**config.mk**
```make
export PLATFORM = sky130hd
export DESIGN_NAME = cfg_addr_latch
export DESIGN_NICKNAME = d
export VERILOG_FILES = /design/src/rtl/cfgl_pkg.sv /design/src/rtl/cfgl_lane_dec.sv /design/src/rtl/cfgl_addr_reg.sv /design/src/rtl/cfgl_field_split.sv /design/src/rtl/cfg_addr_latch.sv
export SDC_FILE = /design/constraint.sdc
export NUM_CORES = 1
export LEC_CHECK = 0
export ABC_AREA = 0
export BUFFER_PORTS_ARGS = -buffer_cell sky130_fd_sc_hd__buf_2
export CORE_UTILIZATION = 25
export DETAILED_ROUTE_END_ITERATION = 8
export PLACE_DENSITY_LB_ADDON = 0.25
export SETUP_SLACK_MARGIN = 0.02
export SYNTH_ARGS = -nofsm -noshare
export SYNTH_HDL_FRONTEND = slang
export SYNTH_SLANG_ARGS = --single-unit
```
**constraint.sdc**
```tcl
create_clock -name clk -period 2 [get_ports clk]
set_clock_uncertainty 0.15 [all_clocks]
set_input_delay 0.4 -clock clk [delete_from_list [all_inputs] [get_ports clk]]
set_output_delay 0.4 -clock clk [all_outputs]
set_load 0.1 [all_outputs]
```
**src/rtl/cfgl_pkg.sv**
```systemverilog
package cfgl_pkg;

  // Size code of a window access
  typedef enum logic [1:0] {
    SZ_BYTE = 2'd0,
    SZ_HALF = 2'd1,
    SZ_WORD = 2'd2,
    SZ_BAD  = 2'd3
  } acc_size_e;

  // Field layout of a stored configuration address
  localparam int unsigned FLD_LO    = 2;   // lowest bit of the dword index
  localparam int unsigned FLD_HI    = 23;  // highest bit of the bus number
  localparam int unsigned FLD_W     = FLD_HI - FLD_LO + 1;
  localparam int unsigned BUS_W     = 8;
  localparam int unsigned DEV_W     = 5;
  localparam int unsigned FN_W      = 3;
  localparam int unsigned DWORD_W   = 6;

  typedef struct packed {
    logic [BUS_W-1:0]   bus;
    logic [DEV_W-1:0]   dev;
    logic [FN_W-1:0]    fn;
    logic [DWORD_W-1:0] dword;
  } cfg_target_t;

  // Window regions selected by the offset bits above the lane bits
  localparam int unsigned REGION_ADDR = 0;
  localparam int unsigned REGION_DATA = 1;

endpackage

```
**src/rtl/cfgl_lane_dec.sv**
```systemverilog
module cfgl_lane_dec
  import cfgl_pkg::*;
#(
  parameter int unsigned LANES  = 4,
  localparam int unsigned LANE_W = $clog2(LANES)
) (
  input  logic [1:0]         size_code,
  input  logic [LANE_W-1:0]  lane_off,
  output logic               size_ok,
  output logic [LANES-1:0]   be,
  output logic [8*LANES-1:0] lane_mask
);

  localparam int unsigned WIDE_W = 2 * LANES;

  acc_size_e          size_e;
  logic [WIDE_W-1:0]  base;
  logic [WIDE_W-1:0]  shifted;

  assign size_e = acc_size_e'(size_code);

  always_comb begin
    base    = '0;
    size_ok = 1'b1;
    case (size_e)
      SZ_BYTE: base[0]       = 1'b1;
      SZ_HALF: base[1:0]     = 2'b11;
      SZ_WORD: base[LANES-1:0] = '1;
      default: size_ok       = 1'b0;
    endcase
  end

  // Lanes pushed beyond the top of the word are dropped
  assign shifted = base << lane_off;
  assign be      = shifted[LANES-1:0];

  for (genvar k = 0; k < LANES; k++) begin : g_lane
    assign lane_mask[8*k +: 8] = {8{be[k]}};
  end

endmodule

```
**src/rtl/cfgl_addr_reg.sv**
```systemverilog
module cfgl_addr_reg #(
  parameter int unsigned DATA_W  = 32,
  parameter int unsigned EN_BIT  = DATA_W - 1,
  parameter int unsigned CLR_LOW = 2
) (
  input  logic              clk,
  input  logic              rst_n,
  input  logic              wr_hit,
  input  logic [DATA_W-1:0] wdata,
  output logic [DATA_W-1:0] addr_q
);

  localparam logic [DATA_W-1:0] LOW_MASK = DATA_W'((1 << CLR_LOW) - 1);
  localparam logic [DATA_W-1:0] EN_MASK  = DATA_W'(1) << EN_BIT;

  logic [DATA_W-1:0] addr_d;

  // Next state: corrected value on an accepted write, else hold
  always_comb begin
    addr_d = addr_q;
    if (wr_hit) begin
      addr_d = (wdata & ~LOW_MASK) | EN_MASK;
    end
  end

  always_ff @(posedge clk or negedge rst_n) begin
    if (!rst_n) begin
      addr_q <= '0;
    end else if (wr_hit) begin
      addr_q <= addr_d;
    end
  end

  AST_ADDR_FORM: assert property (@(posedge clk) disable iff (!rst_n)
    (addr_q != $past(addr_q)) |-> (addr_q[EN_BIT] && ((addr_q & LOW_MASK) == '0)));

  AST_ADDR_HOLD: assert property (@(posedge clk) disable iff (!rst_n)
    !wr_hit |=> $stable(addr_q));

endmodule

```
**src/rtl/cfgl_field_split.sv**
```systemverilog
module cfgl_field_split
  import cfgl_pkg::*;
(
  input  logic [FLD_W-1:0] fld_bits,
  output cfg_target_t      target
);

  // Bus, device, function and dword occupy the field bits in that order, high to low
  assign target = cfg_target_t'(fld_bits);

endmodule

```
**src/rtl/cfg_addr_latch.sv**
```systemverilog
module cfg_addr_latch
  import cfgl_pkg::*;
#(
  parameter int unsigned DATA_W = 32,
  parameter int unsigned OFF_W  = 3,
  localparam int unsigned LANES  = DATA_W / 8,
  localparam int unsigned LANE_W = $clog2(LANES),
  localparam int unsigned SEL_W  = OFF_W - LANE_W
) (
  input  logic              clk,
  input  logic              rst_n,
  input  logic              acc_valid,
  input  logic              acc_write,
  input  logic [OFF_W-1:0]  acc_offset,
  input  logic [1:0]        acc_size,
  input  logic [DATA_W-1:0] acc_wdata,
  output logic [DATA_W-1:0] acc_rdata,
  output logic              acc_rvalid,
  output logic              cfg_req,
  output logic              cfg_we,
  output logic [BUS_W-1:0]  cfg_bus,
  output logic [DEV_W-1:0]  cfg_dev,
  output logic [FN_W-1:0]   cfg_fn,
  output logic [DWORD_W-1:0] cfg_dword,
  output logic [LANES-1:0]  cfg_be,
  output logic [DATA_W-1:0] cfg_wdata,
  input  logic [DATA_W-1:0] cfg_rdata
);

  localparam logic [SEL_W-1:0] SEL_ADDR = SEL_W'(REGION_ADDR);
  localparam logic [SEL_W-1:0] SEL_DATA = SEL_W'(REGION_DATA);

  logic [SEL_W-1:0]  region;
  logic [LANE_W-1:0] lane_off;
  logic              size_ok;
  logic [LANES-1:0]  be;
  logic [DATA_W-1:0] lane_mask;
  logic              wr_hit;
  logic              dp_hit;
  logic              rd_hit;
  logic [DATA_W-1:0] addr_q;
  cfg_target_t       target;

  logic [DATA_W-1:0] rdata_d;
  logic [DATA_W-1:0] rdata_q;
  logic              rvalid_q;

  assign region   = acc_offset[OFF_W-1:LANE_W];
  assign lane_off = acc_offset[LANE_W-1:0];

  cfgl_lane_dec #(.LANES(LANES)) u_lanes (
    .size_code (acc_size),
    .lane_off  (lane_off),
    .size_ok   (size_ok),
    .be        (be),
    .lane_mask (lane_mask)
  );

  // Address register accepts only an aligned full-word write
  assign wr_hit = acc_valid && acc_write && (region == SEL_ADDR) &&
                  (lane_off == '0) && (acc_size_e'(acc_size) == SZ_WORD);

  cfgl_addr_reg #(.DATA_W(DATA_W)) u_addr (
    .clk    (clk),
    .rst_n  (rst_n),
    .wr_hit (wr_hit),
    .wdata  (acc_wdata),
    .addr_q (addr_q)
  );

  cfgl_field_split u_split (
    .fld_bits (addr_q[FLD_HI:FLD_LO]),
    .target   (target)
  );

  // Data port forwards to the backend in the access cycle
  assign dp_hit    = acc_valid && (region == SEL_DATA) && size_ok;
  assign cfg_req   = dp_hit;
  assign cfg_we    = dp_hit && acc_write;
  assign cfg_bus   = target.bus;
  assign cfg_dev   = target.dev;
  assign cfg_fn    = target.fn;
  assign cfg_dword = target.dword;
  assign cfg_be    = dp_hit ? be : '0;
  assign cfg_wdata = acc_wdata & lane_mask;

  // Read return path: next state
  assign rd_hit = acc_valid && !acc_write;

  always_comb begin
    rdata_d = '0;
    if (rd_hit) begin
      if (region == SEL_ADDR) begin
        rdata_d = addr_q & lane_mask;
      end else if (region == SEL_DATA) begin
        rdata_d = cfg_rdata & lane_mask;
      end
    end
  end

  // Read return path: registers
  always_ff @(posedge clk or negedge rst_n) begin
    if (!rst_n) begin
      rvalid_q <= 1'b0;
    end else begin
      rvalid_q <= rd_hit;
    end
  end

  always_ff @(posedge clk or negedge rst_n) begin
    if (!rst_n) begin
      rdata_q <= '0;
    end else if (rd_hit) begin
      rdata_q <= rdata_d;
    end
  end

  assign acc_rdata  = rdata_q;
  assign acc_rvalid = rvalid_q;

  AST_REQ_DATA_ONLY: assert property (@(posedge clk) disable iff (!rst_n)
    cfg_req |-> (acc_valid && (region == SEL_DATA)));

  AST_BE_NONZERO: assert property (@(posedge clk) disable iff (!rst_n)
    cfg_req |-> (cfg_be != '0));

  AST_RVALID_NEXT: assert property (@(posedge clk) disable iff (!rst_n)
    (acc_valid && !acc_write) |=> acc_rvalid);

  AST_RDATA_LANES: assert property (@(posedge clk) disable iff (!rst_n)
    acc_rvalid |-> ((acc_rdata & ~$past(lane_mask)) == '0));

  AST_BAD_SIZE_QUIET: assert property (@(posedge clk) disable iff (!rst_n)
    (acc_valid && (acc_size_e'(acc_size) == SZ_BAD)) |-> !cfg_req);

  AST_DP_KEEPS_ADDR: assert property (@(posedge clk) disable iff (!rst_n)
    cfg_req |=> $stable(addr_q));

endmodule

```
# == After elaboration in Yosys (flattened, before gate mapping) ==
# Index checks and enable logic that the tools add are counted.
# totals
latch_bits,0
romBits,0
reg_bits,63
inputBits,73
word_cells,28
out_inout_bits,93
n_memories,0
mem_bits_rw,0
# classes
multipliers,0
n_mux,5
div_mod_pow,0
n_eq_ne,2
add_sub_neg,0
bitwise_logic,4
shifts,1
n_reduce_logical,13
order_cmp,0
# ops
op,count
32-bit AND,3
32-bit 2-to-1 mux,1
1-bit logical AND,8
2-bit logical NOT,2
4-bit 2-to-1 mux,1
4-bit by 2-bit left shift with 4-bit output,1
3-bit OR reduction,1
2-bit by 1-bit equality test with 1-bit output (second input constant),1
2-bit equality test (second input constant),1
1-bit 2-to-1 mux,2
2-bit 2-to-1 mux,1
2-bit OR reduction,1
1-bit logical NOT,1
1-bit inverter,1

# == Depth between registers and ports, before layout ==
# Gate-level depths: netlist of the first run.
# logic_depth
depth_word,6
depth_mapped,6
depth_no_buf,5

# == Cells and area by module ==
# From an unflattened synthesis of the first run, not the netlist that was laid out.
# unflattened
cells_unflattened,319
hier_area_um2,3787.4
# modules_own_cells
mod,cells_per_inst,instances,seq_area_each_um2,area_each_um2
cfg_addr_latch,187,1,825.8,2042.0
cfgl_addr_reg,66,1,750.7,1244.9
cfgl_lane_dec,44,1,0.0,335.3
cfgl_field_split,22,1,0.0,165.2

# == Least setup slack after synthesis of the first run ==
# Ideal clock, no wire load.
# synth_path
path_kind,input to output
start,input port acc_size[0]
end,output port cfg_wdata[30]
t_arrival_ps,2618
cell_stages,6
path_buffers,1
required_ps,1450
path_slack_ps,-1168
cell_sequence,inv_1 ha_1 mux2i_2 mux2i_4 buf_6 nor2b_1
# synth_via
elab_chain_cells,5
word_cells_on_any_way,10
classes_between,eq/ne (2); shift (1); mux (3); bitwise (1); reduce/logical (3)
# synth_lines
element,line,rtl
"start, declared",cfg_addr_latch.sv:15,"input logic [1:0] acc_size,"
"2-bit equality test, or another cell as far along",cfgl_lane_dec.sv:25,case (size_e)
3-bit OR reduction (no line) or 2-bit OR reduction (tied branches),-,
1-bit 2-to-1 mux,cfgl_lane_dec.sv:25,
4-bit by 2-bit left shift with 4-bit output *,cfgl_lane_dec.sv:34,assign shifted = base << lane_off;
32-bit AND *,cfg_addr_latch.sv:85,assign cfg_wdata = acc_wdata & lane_mask;
"end, declared",cfg_addr_latch.sv:26,"output logic [DATA_W-1:0] cfg_wdata,"
# Every way passes the cells marked *; elsewhere a longest branch is shown, timed or not.

# == Worst setup path in the final report of the first run ==
# Ends and elaborated chain as after synthesis.

==> impl_summary.log, run 1 <==
INFO  metric outcome = finished, violations left
INFO  metric violations_in_the_final_reports = negative setup slack
INFO  metric mappedNetlistNets = 362
INFO  metric detailedRoute.firstIterationViolations = 75
INFO  metric timing.final.hold_violations = 0
INFO  metric worstReg2RegStart = u_addr.addr_q[7]
INFO  metric finalSetupViolations = 38
INFO  metric detail-route-antenna-nets = 0
INFO  metric crit_start = acc_size[0]
INFO  metric tritoncts = built
INFO  metric final.hold.worst_slack = 156 ps
INFO  metric yosys_warnings = 0
INFO  metric track_usage = 14.2%
INFO  metric detailroute.via_count = 2745
INFO  metric worstRegToRegCells = 1
INFO  metric cts-buffers-inserted = 9
INFO  metric timing.final.ws_setup = -138 ps
INFO  metric rsz_0062_raised_after_global_routing = true
INFO  metric numPortBuffers = 165
INFO  metric clk_path_buf_depth = 2
INFO  metric synth.area.top_cells = sky130_fd_sc_hd__dfrtp_1 48%, sky130_fd_sc_hd__mux2_1 10%, sky130_fd_sc_hd__mux2i_1 9.2%
INFO  metric global_route.overflow_total = 0
INFO  metric die_area = 13600 µm²
INFO  metric synth_largest_area_cell = sky130_fd_sc_hd__dfrtp_1
INFO  metric regToRegEndpoint = u_addr.addr_q[7]
INFO  metric clock_sinks = 63
INFO  metric drt_pass1_iterations = 4
INFO  metric syn_avg_cell_area = 11.4 µm²
INFO  metric antenna_diode_count = 0
INFO  metric worst-endpoint-arrival = 1590 ps
INFO  metric critPathRequiredTime = 1450 ps
INFO  metric grt_pass1_vias = 2777
INFO  metric grt_max_degree = 64
INFO  metric critical_path.slowest_cell = sky130_fd_sc_hd__ha_4
INFO  metric dpl-instance-area = 5080 µm²
INFO  metric post_synthesis_sequential_area_ratio = 48.1%
INFO  metric layout-drive-gt1-share = 58.8%
INFO  metric maximum_clock_rate = 468 MHz
INFO  metric post_layout_nets = 531
INFO  metric ys_types = 30
INFO  metric synth_enable_flop_cells = 0
INFO  metric clock_slew_at_the_register_clock_pins_of_the_worst_setup_and_hold_paths = 50 ps
INFO  metric fraction_of_synthesized_cell_area_taken_by_the_top_area_cell_type = 48.1%
INFO  metric power_density = 906 nW/µm²
INFO  metric synthToLayoutAreaGrowth = 67.2%
INFO  metric routed_wl = 9.19 mm
INFO  metric async_flop_share = 100%
INFO  metric overall_die_height = 116 µm
INFO  metric boundaryPins = 166
INFO  metric post-place-ws = -343 ps
INFO  metric syn-instance-count = 287
INFO  metric drv.max_cap_violation_count = 0
INFO  metric gpl.final_weighted_congestion = 0.687
INFO  metric setup.worst_path.start_class = primary input
INFO  metric postSynthRegisterBits = 63
INFO  metric worst_slew_margin_rel = 66.5%
INFO  metric viasPerCell = 4.35
INFO  metric hpwlAfterDp = 7.03 mm
INFO  metric std_cell_rows = 41
INFO  metric crit_path_end_kind = output port
INFO  metric peakVddDrop = 432 µV
INFO  metric drv_slew = 0
INFO  metric wl_per_cell = 14.6 µm
INFO  metric final_core_util = 43.1%
INFO  metric final_common_cell = sky130_fd_sc_hd__buf_2
INFO  metric crit_path_kind = in2out
INFO  metric stdcell_area = 5480 µm²
INFO  metric worst_path_largest_cell_delay = 210 ps
INFO  metric clock_insertion_delay_worst_skew = 320 ps
INFO  metric floorplan_core_area = 12700 µm²
INFO  metric p_leak = 2.78 nW
INFO  metric grt_pass1_wl = 14.3 mm
INFO  metric ys.flop_type = sky130_fd_sc_hd__dfrtp_1
INFO  metric post_synth_instance_area = 3280 µm²
INFO  metric class_of_the_tightest_hold_or_removal_check = in2reg
INFO  metric r2r_slack = 1050 ps
INFO  metric htree_levels = 3
INFO  metric clock-root-buffer = sky130_fd_sc_hd__clkbuf_16
INFO  metric critical_path.max_fanout = 9
INFO  metric crit_path_end = cfg_wdata[30]
INFO  metric layout_min_cycle_time = 2140 ps
INFO  metric route.detailed.drc = 0
INFO  metric die-width = 116 µm
INFO  metric crit_path_cell_trace = buf_8 > inv_4 > ha_4 > mux2i_4 > mux2i_4 > buf_12 > nor2b_4 > buf_12
INFO  metric initial_antenna_violation_count = 0
INFO  metric min_period_over_period = 107%
INFO  metric tightestPinTransition = 507 ps
INFO  metric final_cell_mix = 125 x sky130_fd_sc_hd__buf_2, 63 x sky130_fd_sc_hd__dfrtp_1, 42 x sky130_fd_sc_hd__buf_12, 32 x sky130_fd_sc_hd__nand2_1, 30 x sky130_fd_sc_hd__mux2i_1
INFO  metric initial_core_util = 25.7%
-- stage by stage --
stage / cells / setup TNS [ps] / total power, mW
floorplan: 287 / -4180 / 3.08
global placement: 612 / -12300 / 3.55
detailed placement: 612 / -13630 / 3.57
CTS: 630 / -4520 / 5.05
global route: 631 / -5580 / 5.19
finish: 631 / -3700 / 4.96
-- layer usage --
metal,GRT usage [%],share of wire (%)
met3,4.93,8.2
met2,23.2,48
met1,17.4,43
met4,4.87,1.1
met5,0,0
-- state kept, by name (all words and copies together) (netlist names) --
register       count
acc_rvalid         1
acc_rdata         32
u_addr.addr_q     30
-- what timing repair did --
action / CTS / global route
setup endpoints to repair: 38 / 38
cloned: 1 / 0
hold buffers: 1 / 0
resized for setup: 29 / 1
endpoints found under the hold margin: 63 / 0
setup buffers: 2 / 1
pin swaps: 20 / 8
-- kinds of logic after synthesis --
family | after synthesis | synth area share [%]
flip-flops | 63 | 48.1
multiplexers | 61 | 20.2
adder cells (fa/ha/maj) | 2 | 0.764
AND/OR/NAND/NOR | 82 | 13.1
AO/OA/AOI/OAI | 35 | 9.21
buffers and inverters | 44 | 8.52
-- Yosys cell counts, types with 6 or more instances --
cell type	n
sky130_fd_sc_hd__dfrtp_1	63
sky130_fd_sc_hd__nand2_1	32
sky130_fd_sc_hd__mux2i_1	30
sky130_fd_sc_hd__mux2_1	29
sky130_fd_sc_hd__buf_4	26
sky130_fd_sc_hd__and2_1	25
sky130_fd_sc_hd__o31ai_1	22
sky130_fd_sc_hd__nor2b_1	10
sky130_fd_sc_hd__o31ai_2	9
sky130_fd_sc_hd__buf_2	7
sky130_fd_sc_hd__clkbuf_1	6
-- area by class of cell --
type | instances | area (µm²)
Clock buffer | 13 | 260
Clock inverter | 1 | 5.00
Fill cell | 1276 | 7240
Inverter | 3 | 17.5
Multi-Input combinational cell | 180 | 1650
Sequential cell | 63 | 1580
Tap cell | 172 | 215
Timing Repair Buffer | 199 | 1750
-- worst max-delay path, delay by kind of cell --
kind	cells	cell delay, ps
multiplexers	2	340
adder cells (fa/ha/maj)	1	210
AND/OR/NAND/NOR	1	130
buffers and inverters	4	500
-- worst min-delay path by stage --
| stage | startpoint | to | slack, ps | cells after the start |
|---|---|---|---|---|
| after global placement | rst_n | u_addr.addr_q[27] | 300 | 2 |
| after detailed placement | rst_n | u_addr.addr_q[28] | 290 | 2 |
| after floorplan | rst_n | acc_rdata[0] | -50 | 0 |
| after global routing | acc_wdata[14] | u_addr.addr_q[14] | 150 | 2 |
| final | acc_wdata[2] | u_addr.addr_q[2] | 160 | 2 |
| after CTS | acc_wdata[16] | u_addr.addr_q[16] | 140 | 2 |
-- where the power goes --
group	total (mW)	switching (mW)	internal, mW
registers	1.49	0.0766	1.41
clock network	1.39	0.504	0.889
logic	2.08	1.52	0.560
Note: power is estimated with default switching activity, not from simulation.
==> run 2: changes to the inputs <==
--- a/config.mk
+++ b/config.mk
@@ -9,6 +9,7 @@
 export BUFFER_PORTS_ARGS = -buffer_cell sky130_fd_sc_hd__buf_2
 export CORE_UTILIZATION = 25
 export DETAILED_ROUTE_END_ITERATION = 8
+export GPL_TIMING_DRIVEN = 0
 export PLACE_DENSITY_LB_ADDON = 0.25
 export SETUP_SLACK_MARGIN = 0.02
 export SYNTH_ARGS = -nofsm -noshare
==> impl_summary.log, run 2 (synthesis gave the netlist of run 1 again) <==
INFO  metric final_core_util = 43.6% (+0.51 points)
INFO  metric clock_sinks = 63 (unchanged)
INFO  metric n_fill_cell = 1235 (-3.2%)
INFO  metric area.sequential = 1580 µm² (unchanged)
INFO  metric numPortBuffers = 163 (-1.2%)
INFO  metric boundaryPins = 166 (unchanged)
INFO  metric worstRegToRegCells = 1 (unchanged)
INFO  metric final_cell_mix = 127 x sky130_fd_sc_hd__buf_2, 63 x sky130_fd_sc_hd__dfrtp_1, 38 x sky130_fd_sc_hd__buf_12, 35 x sky130_fd_sc_hd__buf_4, 32 x sky130_fd_sc_hd__nand2_1
INFO  metric detailroute.via_count = 2767 (+0.80%)
INFO  metric hpwlAfterDp = 6.72 mm (-4.4%)
INFO  metric crit_start = acc_size[1]
INFO  metric class_of_the_tightest_hold_or_removal_check = in2async
INFO  metric rsz_0062_raised_after_global_routing = true
INFO  metric viasPerCell = 4.27 (-1.8%)
INFO  metric clk_path_buf_depth = 2 (unchanged)
INFO  metric critical_path.max_fanout = 10 (+1)
INFO  metric grt_max_degree = 64 (unchanged)
INFO  metric overall_die_height = 116 µm (unchanged)
INFO  metric crit_path_kind = in2out
INFO  metric route.detailed.drc = 0 (unchanged)
INFO  metric p_leak = 2.83 nW (+2.0%)
INFO  metric initial_antenna_violation_count = 0 (unchanged)
INFO  metric flip_flop_count_of_the_largest_register_all_copies_and_words_added = 32 (unchanged)
INFO  metric drv_slew = 0 (unchanged)
INFO  metric antenna_diode_count = 0 (unchanged)
INFO  metric area_of_the_multi_input_gates = 1650 µm² (-0.23%)
INFO  metric die_area = 13600 µm² (unchanged)
INFO  metric layout_min_cycle_time = 2150 ps (+16.7 ps)
INFO  metric drv.max_cap_violation_count = 0 (unchanged)
INFO  metric clock-root-buffer = sky130_fd_sc_hd__clkbuf_16
INFO  metric tns = -3780 ps (-85.4 ps)
INFO  metric power_density = 935 nW/µm² (+3.3%)
INFO  metric initial_core_util = 25.7% (unchanged)
INFO  metric track_usage = 15.0% (+0.82 points)
INFO  metric cts-buffers-inserted = 9 (unchanged)
INFO  metric crit_path_end_kind = output port
INFO  metric gpl.final_weighted_congestion = 0.695 (+1.2%)
INFO  metric outcome = finished, violations left
INFO  metric worstReg2RegStart = u_addr.addr_q[15]
INFO  metric std_cell_rows = 41 (unchanged)
INFO  metric routed_wl = 9.80 mm (+6.7%)
INFO  metric synthToLayoutAreaGrowth = 69.2%
INFO  metric worst-endpoint-arrival = 1600 ps (about the same)
INFO  metric detailedRoute.firstIterationViolations = 68 (-9.3%)
INFO  metric clock_slew_at_the_register_clock_pins_of_the_worst_setup_and_hold_paths = 60 ps (about the same)
INFO  metric layout-drive-gt1-share = 59.7% (+0.84 points)
INFO  metric timing.final.hold_violations = 0 (unchanged)
INFO  metric tritoncts = built
INFO  metric setup.worst_path.start_class = primary input
INFO  metric finalSetupViolations = 35 (-7.9%)
INFO  metric floorplan_core_area = 12700 µm² (unchanged)
INFO  metric worst_slew_margin_rel = 44.3% (-22 points)
INFO  metric timing.final.ws_setup = -154 ps (-16.7 ps)
INFO  metric maximum_clock_rate = 464 MHz (-0.78%)
INFO  metric clock_insertion_delay_worst_skew = 330 ps (about the same)
INFO  metric post_layout_nets = 546 (+2.8%)
INFO  metric die-width = 116 µm (unchanged)
INFO  metric wl_per_cell = 15.1 µm (+3.9%)
INFO  metric final_common_cell = sky130_fd_sc_hd__buf_2
INFO  metric grt_pass1_wl = 14.8 mm (+3.6%)
INFO  metric post-layout-total-power = 5.18 mW (+4.5%)
INFO  metric violations_in_the_final_reports = negative setup slack
INFO  metric min_period_over_period = 108% (+0.84 points)
INFO  metric drt_pass1_iterations = 4 (unchanged)
INFO  metric peakVddDrop = 508 µV (+18%)
INFO  metric hold_buffers = 0 (-1)
INFO  metric global_route.overflow_total = 0 (unchanged)
INFO  metric grt_pass1_vias = 2850 (+2.6%)
INFO  metric critPathRequiredTime = 1450 ps (about the same)
INFO  metric tightestPinTransition = 835 ps (+328 ps)
INFO  metric detail-route-antenna-nets = 0 (unchanged)
INFO  metric htree_levels = 3 (unchanged)
## run 2: cell types whose count changed in the layout (fill, tap and decap cells not counted), sizes merged
cell         delta
buf            +10
bufinv          +1
clkinvlp        +2
dlygate4sd3     -1
clkinv          +2
clkbuf          +3
## run 2: through the flow
stage	area (µm²)	std cells	hold WS, ps	setup slack (ps)
global placement	4500	622	306	-678
CTS	5510	646	49.4	-154
global route	5540	648	89.6	-214
floorplan	3470	287	-45.6	-380
finish	5540	648	4.02	-154
detailed placement	4500	622	302	-698
## run 2: area by class of cell
| cell class | instances | share of cell area (%) |
|---|---|---|
| well taps | 172 | 3.88 |
| flip-flops and latches | 63 | 28.4 |
| repair buffers | 173 | 26.9 |
| clock inverters | 6 | 1.08 |
| inverters | 3 | 0.316 |
| multi-input cells | 180 | 29.8 |
| plain buffers | 41 | 5.30 |
| clock buffers | 10 | 4.31 |
## run 2: what timing repair did
action | 4_1_cts | 5_1_grt
resized for setup | 175 | 6
gates cloned | 1 | 0
setup endpoints to repair | 38 | 38
pin swaps | 23 | 8
buffers inserted | 7 | 3
## run 2: path summary, 6_finish.rpt
| check | end | slack (ps) |
|---|---|---|
| setup / recovery | cfg_wdata[30] | -150 |
| max in group asynchronous | u_addr.addr_q[21] | 1120 |
| hold reg to reg | u_addr.addr_q[31] | 310 |
| hold / removal | acc_rdata[28] | 4 |
| min in group clk | u_addr.addr_q[16] | 150 |
| setup reg to reg | u_addr.addr_q[15] | 1050 |
## run 2: layer usage
layer / vias to the layer above / share of wire [%] / global-route usage (%)
li1: 1337 / - / -
met1: 1316 / 43 / 17.9
met2: 106 / 49 / 25.4
met3: 8 / 6.8 / 5.14
met4: 0 / 1.1 / 4.62
met5: - / 0 / 0
## run 2: power by group
part	internal, mW	switching (mW)	total (mW)
registers	1.41	0.0782	1.49
logic	0.599	1.53	2.13
clock network	0.991	0.576	1.57
total	3.00	2.19	5.18
## run 2: worst max-delay path, cell delays in order
cell and delay (ps):
sky130_fd_sc_hd__buf_8 100, sky130_fd_sc_hd__ha_4 250, sky130_fd_sc_hd__mux2i_4 220, sky130_fd_sc_hd__mux2i_4 130, sky130_fd_sc_hd__buf_8 180, sky130_fd_sc_hd__nor2b_4 130, sky130_fd_sc_hd__buf_12 180
